**src/rtl/mrs_pkg.sv**
```systemverilog
package mrs_pkg;
  localparam int CHAR_W = 8;
  localparam int LINE_W = 4;
  localparam int WORD_W = 16;

  // control register bit positions
  localparam int B_RIE = 6;
  localparam int B_RI  = 7;
  localparam int B_MM  = 9;
  localparam int B_MC  = 11;

  typedef struct packed {
    logic              ovr;
    logic              ferr;
    logic              perr;
    logic [LINE_W-1:0] line;
    logic [CHAR_W-1:0] chr;
  } silo_ent_t;

  typedef enum logic [1:0] {
    SEL_CSR  = 2'd0,
    SEL_RCR  = 2'd1,
    SEL_ALM  = 2'd2,
    SEL_NONE = 2'd3
  } bus_sel_e;

  // flag condition: non-empty and occupancy at or above the level
  function automatic logic alarm_hit(input int unsigned cnt, input int unsigned lvl);
    return (cnt != 0) && (cnt >= lvl);
  endfunction

  function automatic logic [WORD_W-1:0] rcr_word(input logic vld, input silo_ent_t e);
    return vld ? {1'b1, e} : '0;
  endfunction

  function automatic logic [WORD_W-1:0] csr_word(input logic rie, input logic ri, input logic mm);
    logic [WORD_W-1:0] w;
    w = '0;
    w[B_RIE] = rie;
    w[B_RI]  = ri;
    w[B_MM]  = mm;
    return w;
  endfunction
endpackage

```
**src/rtl/mrs_fifo.sv**
```systemverilog
module mrs_fifo
  import mrs_pkg::*;
#(
  parameter int DEPTH = 64,
  localparam int AW = $clog2(DEPTH),
  localparam int CW = $clog2(DEPTH + 1)
) (
  input  logic          clk,
  input  logic          rst_n,
  input  logic          clr,
  input  logic          push_req,
  input  silo_ent_t     push_ent,
  input  logic          pop,
  output silo_ent_t     head,
  output logic [CW-1:0] count,
  output logic          empty,
  output logic          full
);
  silo_ent_t         mem [DEPTH];
  logic [AW-1:0]     wptr, rptr;
  logic              push_acc, pop_ok;

  assign full     = (count == CW'(DEPTH));
  assign empty    = (count == '0);
  assign push_acc = push_req && !full;
  assign pop_ok   = pop && !empty;
  assign head     = mem[rptr];

  always_ff @(posedge clk) begin
    if (push_acc) mem[wptr] <= push_ent;
  end

  always_ff @(posedge clk) begin
    if (!rst_n || clr) begin
      wptr  <= '0;
      rptr  <= '0;
      count <= '0;
    end else begin
      if (push_acc) wptr <= wptr + 1'b1;
      if (pop_ok)   rptr <= rptr + 1'b1;
      case ({push_acc, pop_ok})
        2'b10:   count <= count + 1'b1;
        2'b01:   count <= count - 1'b1;
        default: count <= count;
      endcase
    end
  end

  AST_POP_NEEDS_DATA: assert property (@(posedge clk) disable iff (!rst_n)
    pop |-> !empty);
  AST_FULL_DROPS: assert property (@(posedge clk) disable iff (!rst_n)
    (push_req && full && !pop && !clr) |=> (count == $past(count)));
  AST_PUSH_POP_SAME: assert property (@(posedge clk) disable iff (!rst_n)
    (push_req && pop && !full && !empty && !clr) |=> (count == $past(count)));
endmodule

```
**src/rtl/mrs_regs.sv**
```systemverilog
module mrs_regs
  import mrs_pkg::*;
#(
  parameter int CW = 7
) (
  input  logic              clk,
  input  logic              rst_n,
  input  logic              wr_csr,
  input  logic              wr_alm,
  input  logic [WORD_W-1:0] wdata,
  input  logic [CW-1:0]     count,
  output logic              mc,
  output logic              rie,
  output logic              mm,
  output logic              ri,
  output logic [CW-1:0]     alarm,
  output logic              irq
);
  logic force_q;
  logic lvl_hit;

  assign mc      = wr_csr && wdata[B_MC];
  assign lvl_hit = alarm_hit(32'(count), 32'(alarm));
  assign ri      = force_q || lvl_hit;
  assign irq     = rie && ri;

  always_ff @(posedge clk) begin
    if (!rst_n || mc) begin
      rie     <= 1'b0;
      mm      <= 1'b0;
      force_q <= 1'b0;
      alarm   <= '0;
    end else begin
      if (wr_csr) begin
        rie     <= wdata[B_RIE];
        mm      <= wdata[B_MM];
        force_q <= wdata[B_RI] && wdata[B_MM];
      end
      if (wr_alm) alarm <= wdata[CW-1:0];
    end
  end

  logic unused_wbits;
  assign unused_wbits = ^wdata;

  AST_MC_CLEARS: assert property (@(posedge clk) disable iff (!rst_n)
    mc |=> (alarm == '0 && !rie && !mm && !irq));
  AST_FORCE_NEEDS_MM: assert property (@(posedge clk) disable iff (!rst_n)
    force_q |-> mm);
endmodule

```
**src/rtl/mux_rx_silo.sv**
```systemverilog
module mux_rx_silo
  import mrs_pkg::*;
#(
  parameter int DEPTH = 64,
  localparam int CW = $clog2(DEPTH + 1)
) (
  input  logic              clk,
  input  logic              rst_n,
  input  logic              rx_stb,
  input  logic [LINE_W-1:0] rx_line,
  input  logic [CHAR_W-1:0] rx_char,
  input  logic              rx_perr,
  input  logic              rx_ferr,
  input  logic [1:0]        bus_sel,
  input  logic              bus_rd,
  input  logic              bus_wr,
  input  logic [WORD_W-1:0] bus_wdata,
  output logic [WORD_W-1:0] bus_rdata,
  output logic              rx_irq,
  output logic              loop_en
);
  logic          mc, rie, mm, ri;
  logic [CW-1:0] alarm, count;
  logic          empty, full;
  logic          wr_csr, wr_alm, pop, push_req;
  logic          ovr_pend;
  silo_ent_t     head, in_ent;

  assign wr_csr   = bus_wr && (bus_sel == SEL_CSR);
  assign wr_alm   = bus_wr && (bus_sel == SEL_ALM);
  assign pop      = bus_rd && (bus_sel == SEL_RCR) && !empty;
  assign push_req = rx_stb && !mc;

  always_comb begin
    in_ent.ovr  = ovr_pend;
    in_ent.ferr = rx_ferr;
    in_ent.perr = rx_perr;
    in_ent.line = rx_line;
    in_ent.chr  = rx_char;
  end

  // overrun mark waiting for the next accepted character
  always_ff @(posedge clk) begin
    if (!rst_n || mc)        ovr_pend <= 1'b0;
    else if (push_req)       ovr_pend <= full;
  end

  mrs_fifo #(.DEPTH(DEPTH)) u_fifo (
    .clk      (clk),
    .rst_n    (rst_n),
    .clr      (mc),
    .push_req (push_req),
    .push_ent (in_ent),
    .pop      (pop),
    .head     (head),
    .count    (count),
    .empty    (empty),
    .full     (full)
  );

  mrs_regs #(.CW(CW)) u_regs (
    .clk    (clk),
    .rst_n  (rst_n),
    .wr_csr (wr_csr),
    .wr_alm (wr_alm),
    .wdata  (bus_wdata),
    .count  (count),
    .mc     (mc),
    .rie    (rie),
    .mm     (mm),
    .ri     (ri),
    .alarm  (alarm),
    .irq    (rx_irq)
  );

  assign loop_en = mm;

  always_comb begin
    case (bus_sel)
      SEL_CSR: bus_rdata = csr_word(rie, ri, mm);
      SEL_RCR: bus_rdata = rcr_word(!empty, head);
      SEL_ALM: bus_rdata = WORD_W'(alarm);
      default: bus_rdata = '0;
    endcase
  end

  AST_OVR_ARMED: assert property (@(posedge clk) disable iff (!rst_n)
    (rx_stb && full && !mc) |=> ovr_pend);
  AST_OVR_CONSUMED: assert property (@(posedge clk) disable iff (!rst_n)
    (rx_stb && !full && !mc) |=> !ovr_pend);
  AST_MC_EMPTIES: assert property (@(posedge clk) disable iff (!rst_n)
    mc |=> empty);
endmodule

```
**config.mk**
```make
export PLATFORM = sky130hd
export DESIGN_NAME = mux_rx_silo
export DESIGN_NICKNAME = d
export VERILOG_FILES = /design/src/rtl/mrs_pkg.sv /design/src/rtl/mrs_fifo.sv /design/src/rtl/mrs_regs.sv /design/src/rtl/mux_rx_silo.sv
export SDC_FILE = /design/constraint.sdc
export NUM_CORES = 1
export LEC_CHECK = 0
export ABC_AREA = 1
export CAP_MARGIN = 5
export CORE_UTILIZATION = 32
export CTS_CLUSTER_SIZE = 20
export DETAILED_ROUTE_END_ITERATION = 16
export GPL_ROUTABILITY_DRIVEN = 0
export PLACE_DENSITY_LB_ADDON = 0.2
export SYNTH_ARGS = -nofsm -noshare
export SYNTH_HDL_FRONTEND = slang
export SYNTH_HIERARCHICAL = 1
export SYNTH_SLANG_ARGS = --single-unit
export TNS_END_PERCENT = 10
```
**constraint.sdc**
```tcl
create_clock -name clk -period 2.95 [get_ports clk]
set_input_delay 0.59 -clock clk [delete_from_list [all_inputs] [get_ports clk]]
set_output_delay 0.59 -clock clk [all_outputs]
set_load 0.01 [all_outputs]
```
## After elaboration in Yosys (flattened, before gate mapping)

Memories as Yosys holds them, arrays and structs flattened. A register that Yosys moved wholly into a read port is not among the register bits.
Index checks and enable logic that the tools add are counted.

| word-level totals | value |
|---|---|
| flip-flop bits (word level) | 30 |
| memory bits (writable) | 960 |
| bits of input ports | 37 |
| output and inout port bits | 18 |
| word-level logic and storage cells | 47 |
| memories kept | 1 |

Memory list:

| memory | depth | width | read ports | clocked after Yosys merged registers in | write ports | RTL line | text |
|---|---|---|---|---|---|---|---|
| u_fifo.mem | 64 | 15 | 1 | 1 | 1 | mrs_fifo.sv:19 | `silo_ent_t mem [DEPTH];` |

| cells by class | value |
|---|---|
| add/sub/neg operators | 4 |
| order comparisons | 1 |
| equality and inequality tests | 5 |
| mux-type cells | 7 |
| reduce and logical (&&, ||, !) cells | 21 |

Operators by type and width:

| kind | count |
|---|---|
| one-hot mux 16 bit (3 select lines) | 1 |
| 2-to-1 mux 16 bit | 1 |
| one-hot mux 7 bit (2 select lines) | 1 |
| adder 6 x 1 -> 6 bit, second input constant | 2 |
| 2-to-1 mux 6 bit | 2 |
| logical AND 1 bit | 11 |
| adder 7 x 1 -> 7 bit, second input constant | 1 |
| equality test 7 bit, second input constant | 1 |
| greater-or-equal comparator 7 bit | 1 |
| zero test 7 bit | 1 |
| nonzero test 7 bit | 1 |
| subtractor 7 x 1 -> 7 bit, second input constant | 1 |
| equality test 2 x 1 -> 1 bit, second input constant | 2 |
| equality test 2 bit, second input constant | 2 |
| zero test 1 bit | 4 |
| zero test 2 bit | 1 |
| logical OR 1 bit | 2 |
| 2-to-1 mux 1 bit | 2 |
| nonzero test 2 bit | 1 |

## Longest topological paths before layout

Gate-level depths: netlist of run 1.

| depth | value |
|---|---|
| depth in word-level cells | 8 |
| mapped depth | 23 |
| gate-level depth less buffers | 21 |

## By module

The synthesis of run 1 kept the hierarchy.

By module, submodules not included:

| module | times used | cells an instance | area each (µm²) | seq. area each (µm²) |
|---|---|---|---|---|
| mrs_fifo | 1 | 3473 | 40238.6 | 29328.1 |
| mrs_regs | 1 | 89 | 595.6 | 200.2 |
| mux_rx_silo | 1 | 63 | 300.3 | 20.0 |

## Worst setup path before layout of run 1

No wires, ideal clock.

| timing path | value |
|---|---|
| path kind | register to register |
| start | register u_fifo.count[3] |
| end | register u_fifo.count[4] |
| library setup time | 0.115 ns |
| data arrival time | 2.911 ns |
| data required time | 2.835 ns |
| setup slack | -0.077 ns |
| stages on the path, launching flop included | 21 |
| path buffers | 2 |
| clock period less this slack | 3.027 ns |
| cell sequence | dfxtp_1 -> inv_1 -> nand4_1 -> nor3_1 -> clkinv_1 -> nand2_4 -> nor2_1 -> inv_1 -> nor2_1 -> buf_2 -> ha_1 -> buf_2 -> xnor2_1 -> inv_1 -> ha_1 -> o21bai_1 -> nand2_1 -> nand2_1 -> xor2_1 -> o21ai_0 -> inv_1 |

| between the ends | value |
|---|---|
| word-level cells in the longest chain between the ends | 6 |
| elaborated cells between the ends (all ways) | 13 |
| those cells by class | add/sub (2); eq/ne (3); mux (1); reduce/logical (7) |

Ends and longest elaborated chain:

| what | RTL line | text |
|---|---|---|
| start, declared | mrs_fifo.sv:15 | `output logic [CW-1:0] count,` |
| start signal, assigned | mrs_fifo.sv:42 | `2'b10: count <= count + 1'b1;` |
| start signal, assigned | mrs_fifo.sv:43 | `2'b01: count <= count - 1'b1;` |
| start signal, assigned | mrs_fifo.sv:44 | `default: count <= count;` |
| zero test 7 bit (*) | mrs_fifo.sv:24 | `assign empty = (count == '0);` |
| named net empty | mux_rx_silo.sv:24 | `logic empty, full;` |
| zero test 1 bit (*) | mux_rx_silo.sv:31 | `assign pop = bus_rd && (bus_sel == SEL_RCR) && !empty;` |
| logical AND 1 bit (*) | mux_rx_silo.sv:31 |  |
| named net pop | mux_rx_silo.sv:25 | `logic wr_csr, wr_alm, pop, push_req;` |
| logical AND 1 bit (*) | mrs_fifo.sv:26 | `assign pop_ok = pop && !empty;` |
| equality test 2 x 1 -> 1 bit or equality test 2 bit (tied branches) | mrs_fifo.sv:41 | `case ({push_acc, pop_ok})` |
| one-hot mux 7 bit (2 select lines) or nonzero test 2 bit (tied branches) | - |  |

Mark *: on every way through the listed nets, which the timed path passes. The rest lies on a longest branch.
A chain may end at the register's enable or synchronous reset.

==> run summary, run 1 <==
Final Max Tran Viols -> 0
Syn Nets -> 3674
crit start category -> flop
Fill cells -> 12200
Gate Count Post-Synth -> 3625
final hold vios -> 0
Synth-to-Final Area Change -> 25.0%
syn avg cell area -> 11.3 um^2
core area -> 128000 um^2
Tmin final -> 3.47 ns
Crit Path Max Fanout -> 8
DRC Markers -> 0
Die Wd -> 361 um
gr usage total -> 0.184
post-synthesis cell area -> 41100 um^2
Setup TNS -> -7.46 ns
via count -> 27900
vias in the first global route -> 26500
commonest non-fill, non-tap cells in the layout -> nand2_1 (1283), edfxtp_1 (960), nand3_1 (767)
most common cell after layout, fill and taps aside -> nand2_1
die area -> 130000 um^2
Root Driver -> clkbuf_16
fin crit share -> 1.18
IO Pins -> 55
worst min path class -> in2reg
Worst Slack Setup Final -> -0.525 ns
IR drop worst, VDD -> 464 uV
WHS -> 0.415 ns
routed vias/inst -> 4.93
# hold bufs at CTS -> 0
arrival time worst endpoint -> 2.88 ns
first-pass GRT wire length -> 178000 um
1st-pass router iterations -> 5
hpwl dp -> 73900 um
layout net count -> 3965
Synth cell types -> 32
GR peak layer -> met2
met2 Usage GRT -> 0.302
Overflow after GRT -> 0
Clock Latency Late Sink -> 0.70 ns
Rows -> 131
initial antenna violation count -> 1
failing checks -> setup timing
Leakage Power -> 18.8 nW
status -> finished, violations left
max-cap viol count -> 0
CTS tree -> yes
final std cells w/o fill -> 5666
top cell type by total area after synthesis -> edfxtp_1
Synth top area share -> 0.701
die height -> 361 um
H-Tree Level Count -> 3
crit path kind -> reg2out
CTS buffer count -> 105
WL per Instance -> 22.0 um
PwrDens -> 636 nW/um^2
Slew @ Worst Pin -> 0.935 ns
RSZ-0062 raised after global routing -> yes
met1 Track Usage GR -> 0.257
Area contributors post-synth -> edfxtp_1 (70%), nand2_1 (12%), nand3_1 (10%)
register clock-pin slew on the reported worst setup and hold paths -> 0.06 ns
Seq/Total Area, Yosys -> 0.718
Initial Util -> 0.323
CTS sink cnt -> 996
clk buf depth -> 3
dpl cells -> 5434
DRT iter0 DRCs -> 2661
Crit. End Element -> output port
fraction of layout cells with a size suffix above 1 -> 0.169
largest net degree at the start of global routing -> 65
Synth Warn # -> 6
flops & latches, synth -> 996
M3 GR Usage -> 0.0238
Final Util -> 0.403
Max Fclk -> 288 MHz
drt total wl -> 125000 um
Slew HR -> 0.376
Antenna Violating Nets Remaining -> 0
reg2reg setup slack -> 0.31 ns
Port-buffer cells -> 48
Worst EP required -> 2.36 ns
setup violators final -> 16
clock skew -> 0.0197 ns
==> per-layer routing <==
layer / share of wire / vias to the layer above
li1: - / 13300
met1: 0.45 / 13800
met2: 0.48 / 734
met3: 0.050 / 159
met4: 0.023 / 0
met5: 0 / -
==> sequential cells by signal, indices dropped and copies added (netlist names), named ones only <==
name            cells
ovr_pend            1
u_fifo/count        7
u_fifo/mem        960
u_fifo/rptr         6
u_fifo/wptr         6
u_regs/alarm        7
u_regs/force_q      1
u_regs/mm           1
u_regs/rie          1
==> area by class of cell <==
class / instances / area, um^2 / area share
tap: 1662 / 2080 / 0.0405
multi-input combinational: 2339 / 10700 / 0.208
antenna: 1 / 2.50 / 0.0000487
inverter: 77 / 327 / 0.00635
clock buffer: 124 / 2720 / 0.0529
clock inverter: 70 / 802 / 0.0156
sequential: 996 / 29600 / 0.575
timing repair buffer: 397 / 5200 / 0.101
==> stage by stage <==
| stage | total power, mW | area [um^2] | setup slack [ns] |
|---|---|---|---|
| 3_5_place_dp | 19.0 | 46300 | -0.641 |
| 2_1_floorplan | 17.5 | 41100 | 0.00135 |
| 5_1_grt | 33.7 | 51400 | -0.652 |
| 6_report | 32.7 | 51400 | -0.525 |
| 4_1_cts | 32.6 | 50000 | -1.15 |
| 3_3_place_gp | 19.0 | 46300 | -0.635 |
==> final timing paths <==
kind | start | to | cells after the start
max reg2reg | u_fifo/count[3] | u_fifo/count[4] | 18
max | flop | bus_rdata[10] | 16
min reg2reg | u_regs/force_q | u_regs/force_q | 2
min | rx_line[2] | u_fifo/mem[2][10] | 1
==> critical path, stage by stage (launching register included) <==
cell,delay (ns)
dfxtp_4,0.36
buf_12,0.15
clkinv_16,0.09
buf_16,0.18
buf_16,0.15
nand2_1,0.05
nand3_1,0.07
nand3_2,0.11
nand2_2,0.12
nand2_1,0.06
nand3_1,0.08
nand3_1,0.14
buf_6,0.20
nand2_1,0.06
inv_1,0.04
nor2_2,0.13
buf_2,0.16
==> cells in the mapped netlist <==
cell and n:
nand2_1 1316, edfxtp_1 960, nand3_1 840, buf_2 117, nor2_1 90, inv_1 68
clkbuf_1 39, dfxtp_1 36, a21oi_1 33, buf_4 31, buf_6 13, buf_1 12
ha_1 12, o21ai_0 11, nor3_1 9, nand4_1 7, inv_2 6, xnor2_1 4
clkinv_1 3, nor2_2 3, xor2_1 3, nand2_2 2, a21oi_2 1, a31oi_1 1
buf_8 1, nand2_4 1, nand3_2 1, nand3b_1 1, nor2_4 1, nor2_8 1
nor3_2 1, o21bai_1 1
==> logic make-up (layout without fill, tap and decap cells) <==
group,after synthesis,in the layout,share of synthesized area
other cells,0,1,0
buf+inv,290,668,0.0355
simple gates,2273,2273,0.235
xor+xnor,7,7,0.00149
fa+ha+maj,12,12,0.00365
compound gates,47,47,0.00590
flops,996,996,0.718
==> repair_timing <==
item                       in CTS  in global routing
setup buffers                   0                 13
pin swaps                       0                 35
gates resized for setup        23                221
cloned                          3                 21
setup endpoints to repair      17                 19
==> report_power, final <==
group | internal, mW | leakage [nW] | switching (mW)
combinational | 1.28 | 8.19 | 2.17
sequential | 15.6 | 8.95 | 0.0576
clock | 7.98 | 1.69 | 5.62
total | 24.8 | 18.8 | 7.85
Power figures use the tool's default switching activity.
==> inputs of run 2 (changes only) <==
--- a/config.mk
+++ b/config.mk
@@ -6,9 +6,9 @@
 export NUM_CORES = 1
 export LEC_CHECK = 0
 export ABC_AREA = 1
+export ABC_CLOCK_PERIOD_IN_PS = 2950
 export CAP_MARGIN = 5
 export CORE_UTILIZATION = 32
-export CTS_CLUSTER_SIZE = 20
 export DETAILED_ROUTE_END_ITERATION = 16
 export GPL_ROUTABILITY_DRIVEN = 0
 export PLACE_DENSITY_LB_ADDON = 0.2
==> run summary, run 2 (synthesized netlist as in run 1, its figures left out) <==
# hold bufs at CTS -> 0 (unchanged)
CTS buffer count -> 105 (unchanged)
DRC Markers -> 0 (unchanged)
CTS sink cnt -> 996 (unchanged)
initial antenna violation count -> 1 (unchanged)
Root Driver -> clkbuf_16
WL per Instance -> 22.1 um (+0.56%)
final instance area -> 52100 um^2 (+1.3%)
register clock-pin slew on the reported worst setup and hold paths -> 0.07 ns (about the same)
dpl cells -> 5434 (unchanged)
drt total wl -> 125000 um (+0.65%)
IR drop worst, VDD -> 463 uV (-0.17%)
Max Fclk -> 288 MHz (about the same)
Slew HR -> 0.348 (-0.0289)
largest net degree at the start of global routing -> 65 (unchanged)
CTS tree -> yes
Crit. End Element -> output port
biggest regs -> u_fifo/mem (960), u_fifo/count (7), u_regs/alarm (7)
vias in the first global route -> 26600 (+0.11%)
Antenna Violating Nets Remaining -> 0 (unchanged)
arrival time worst endpoint -> 2.88 ns (about the same)
layout net count -> 3972 (+0.18%)
Worst Slack Setup Final -> -0.522 ns (+0.00250 ns)
Biggest register -> u_fifo/mem
M3 GR Usage -> 0.0241 (+0.000297)
Synth-to-Final Area Change -> 26.6%
gr usage total -> 0.184 (+0.000207)
die height -> 361 um (unchanged)
Final Max Tran Viols -> 0 (unchanged)
Port-buffer cells -> 48 (unchanged)
Worst EP required -> 2.36 ns (about the same)
Die Wd -> 361 um (unchanged)
IO Pins -> 55 (unchanged)
worst min path class -> in2reg
max-cap viol count -> 0 (unchanged)
Total Power -> 32.6 mW (-0.32%)
hpwl dp -> 73900 um (unchanged)
Crit Path Max Fanout -> 9 (+1)
H-Tree Level Count -> 3 (unchanged)
Clock Latency Late Sink -> 0.70 ns (about the same)
crit path kind -> reg2out
Initial Util -> 0.323 (unchanged)
final std cells w/o fill -> 5671 (+0.088%)
Tmin final -> 3.47 ns (-0.00250 ns)
RSZ-0062 raised after global routing -> yes
1st-pass router iterations -> 5 (unchanged)
fin crit share -> 1.18 (about the same)
routed vias/inst -> 4.92 (-0.17%)
clk buf depth -> 3 (unchanged)
met2 Usage GRT -> 0.302 (+0.000415)
core area -> 128000 um^2 (unchanged)
first-pass GRT wire length -> 178000 um (about the same)
DRT iter0 DRCs -> 2702 (+1.5%)
number of flip-flops in the largest register -> 960 (unchanged)
clock skew -> 0.0226 ns (+0.00283 ns)
fraction of layout cells with a size suffix above 1 -> 0.198 (+0.0287)
Slew @ Worst Pin -> 0.978 ns (+0.0423 ns)
status -> finished, violations left
failing checks -> setup timing
Place WS -> -0.641 ns (unchanged)
most common cell after layout, fill and taps aside -> nand2_1
met1 Track Usage GR -> 0.257 (about the same)
Overflow after GRT -> 0 (unchanged)
commonest non-fill, non-tap cells in the layout -> nand2_1 (1237), edfxtp_1 (960), nand3_1 (704)
GR peak layer -> met2
crit start category -> flop
die area -> 130000 um^2 (unchanged)
setup violators final -> 16 (unchanged)
final hold vios -> 0 (unchanged)
Rows -> 131 (unchanged)
via count -> 27900 (-0.082%)
DP Area -> 46300 um^2 (unchanged)
Leakage Power -> 19.0 nW (+0.94%)
PwrDens -> 626 nW/um^2 (-1.6%)
## run 2: area by class of cell
cell class	count	area [um^2]
antenna	1	2.50
sequential	996	29600
timing repair inverter	1	30.0
multi-input combinational	2339	11300
tap	1662	2080
fill	12100	75400
clock inverter	68	714
clock buffer	124	2720
timing repair buffer	403	5360
inverter	77	327
## run 2: routing by layer
layer,up-vias,share of wire
met5,-,0
li1,13300,-
met1,13800,0.45
met3,174,0.049
met2,703,0.48
met4,0,0.025
## run 2: path summary, 6_finish.rpt
check	startpoint	end	slack, ns	depth (start not counted)
hold / removal	rx_line[2]	u_fifo/mem[2][10]	0.41	1
setup / recovery	flop	bus_rdata[13]	-0.52	16
hold reg to reg	u_regs/force_q	u_regs/force_q	0.46	2
setup reg to reg	u_fifo/count[5]	u_fifo/count[4]	0.30	18
## run 2: critical path: stages (launching register included)
cell	delay, ns
dfxtp_4	0.37
buf_12	0.16
clkinv_16	0.10
buf_16	0.14
buf_4	0.17
nand2_1	0.06
nand3_1	0.08
nand3_1	0.16
nand2_1	0.15
nand2_1	0.08
nand3_2	0.07
nand3_2	0.09
buf_6	0.18
nand2_1	0.08
inv_2	0.05
nor2_4	0.12
buf_6	0.12
## run 2: report_power, final
| part | internal, mW | switching [mW] | leakage, nW |
|---|---|---|---|
| combinational | 1.35 | 2.25 | 8.41 |
| sequential | 15.6 | 0.0583 | 8.95 |
| clock | 7.71 | 5.63 | 1.65 |
| total | 24.6 | 7.94 | 19.0 |
## run 2: what timing repair did
action	4_1_cts	5_1_grt
gates resized for setup	23	373
buffers inserted	0	16
gates cloned	3	26
pin swaps	0	86
endpoints found under the setup margin	17	19
## run 2: per-stage QoR
stage,TNS [ns],hold slack [ns],utilization
floorplan,0,0.445,-
global placement,-64.18,0.463,0.363
detailed placement,-58.21,0.459,0.363
CTS,-16.70,0.366,0.392
global route,-9.32,0.380,0.408
finish,-7.23,0.412,0.408
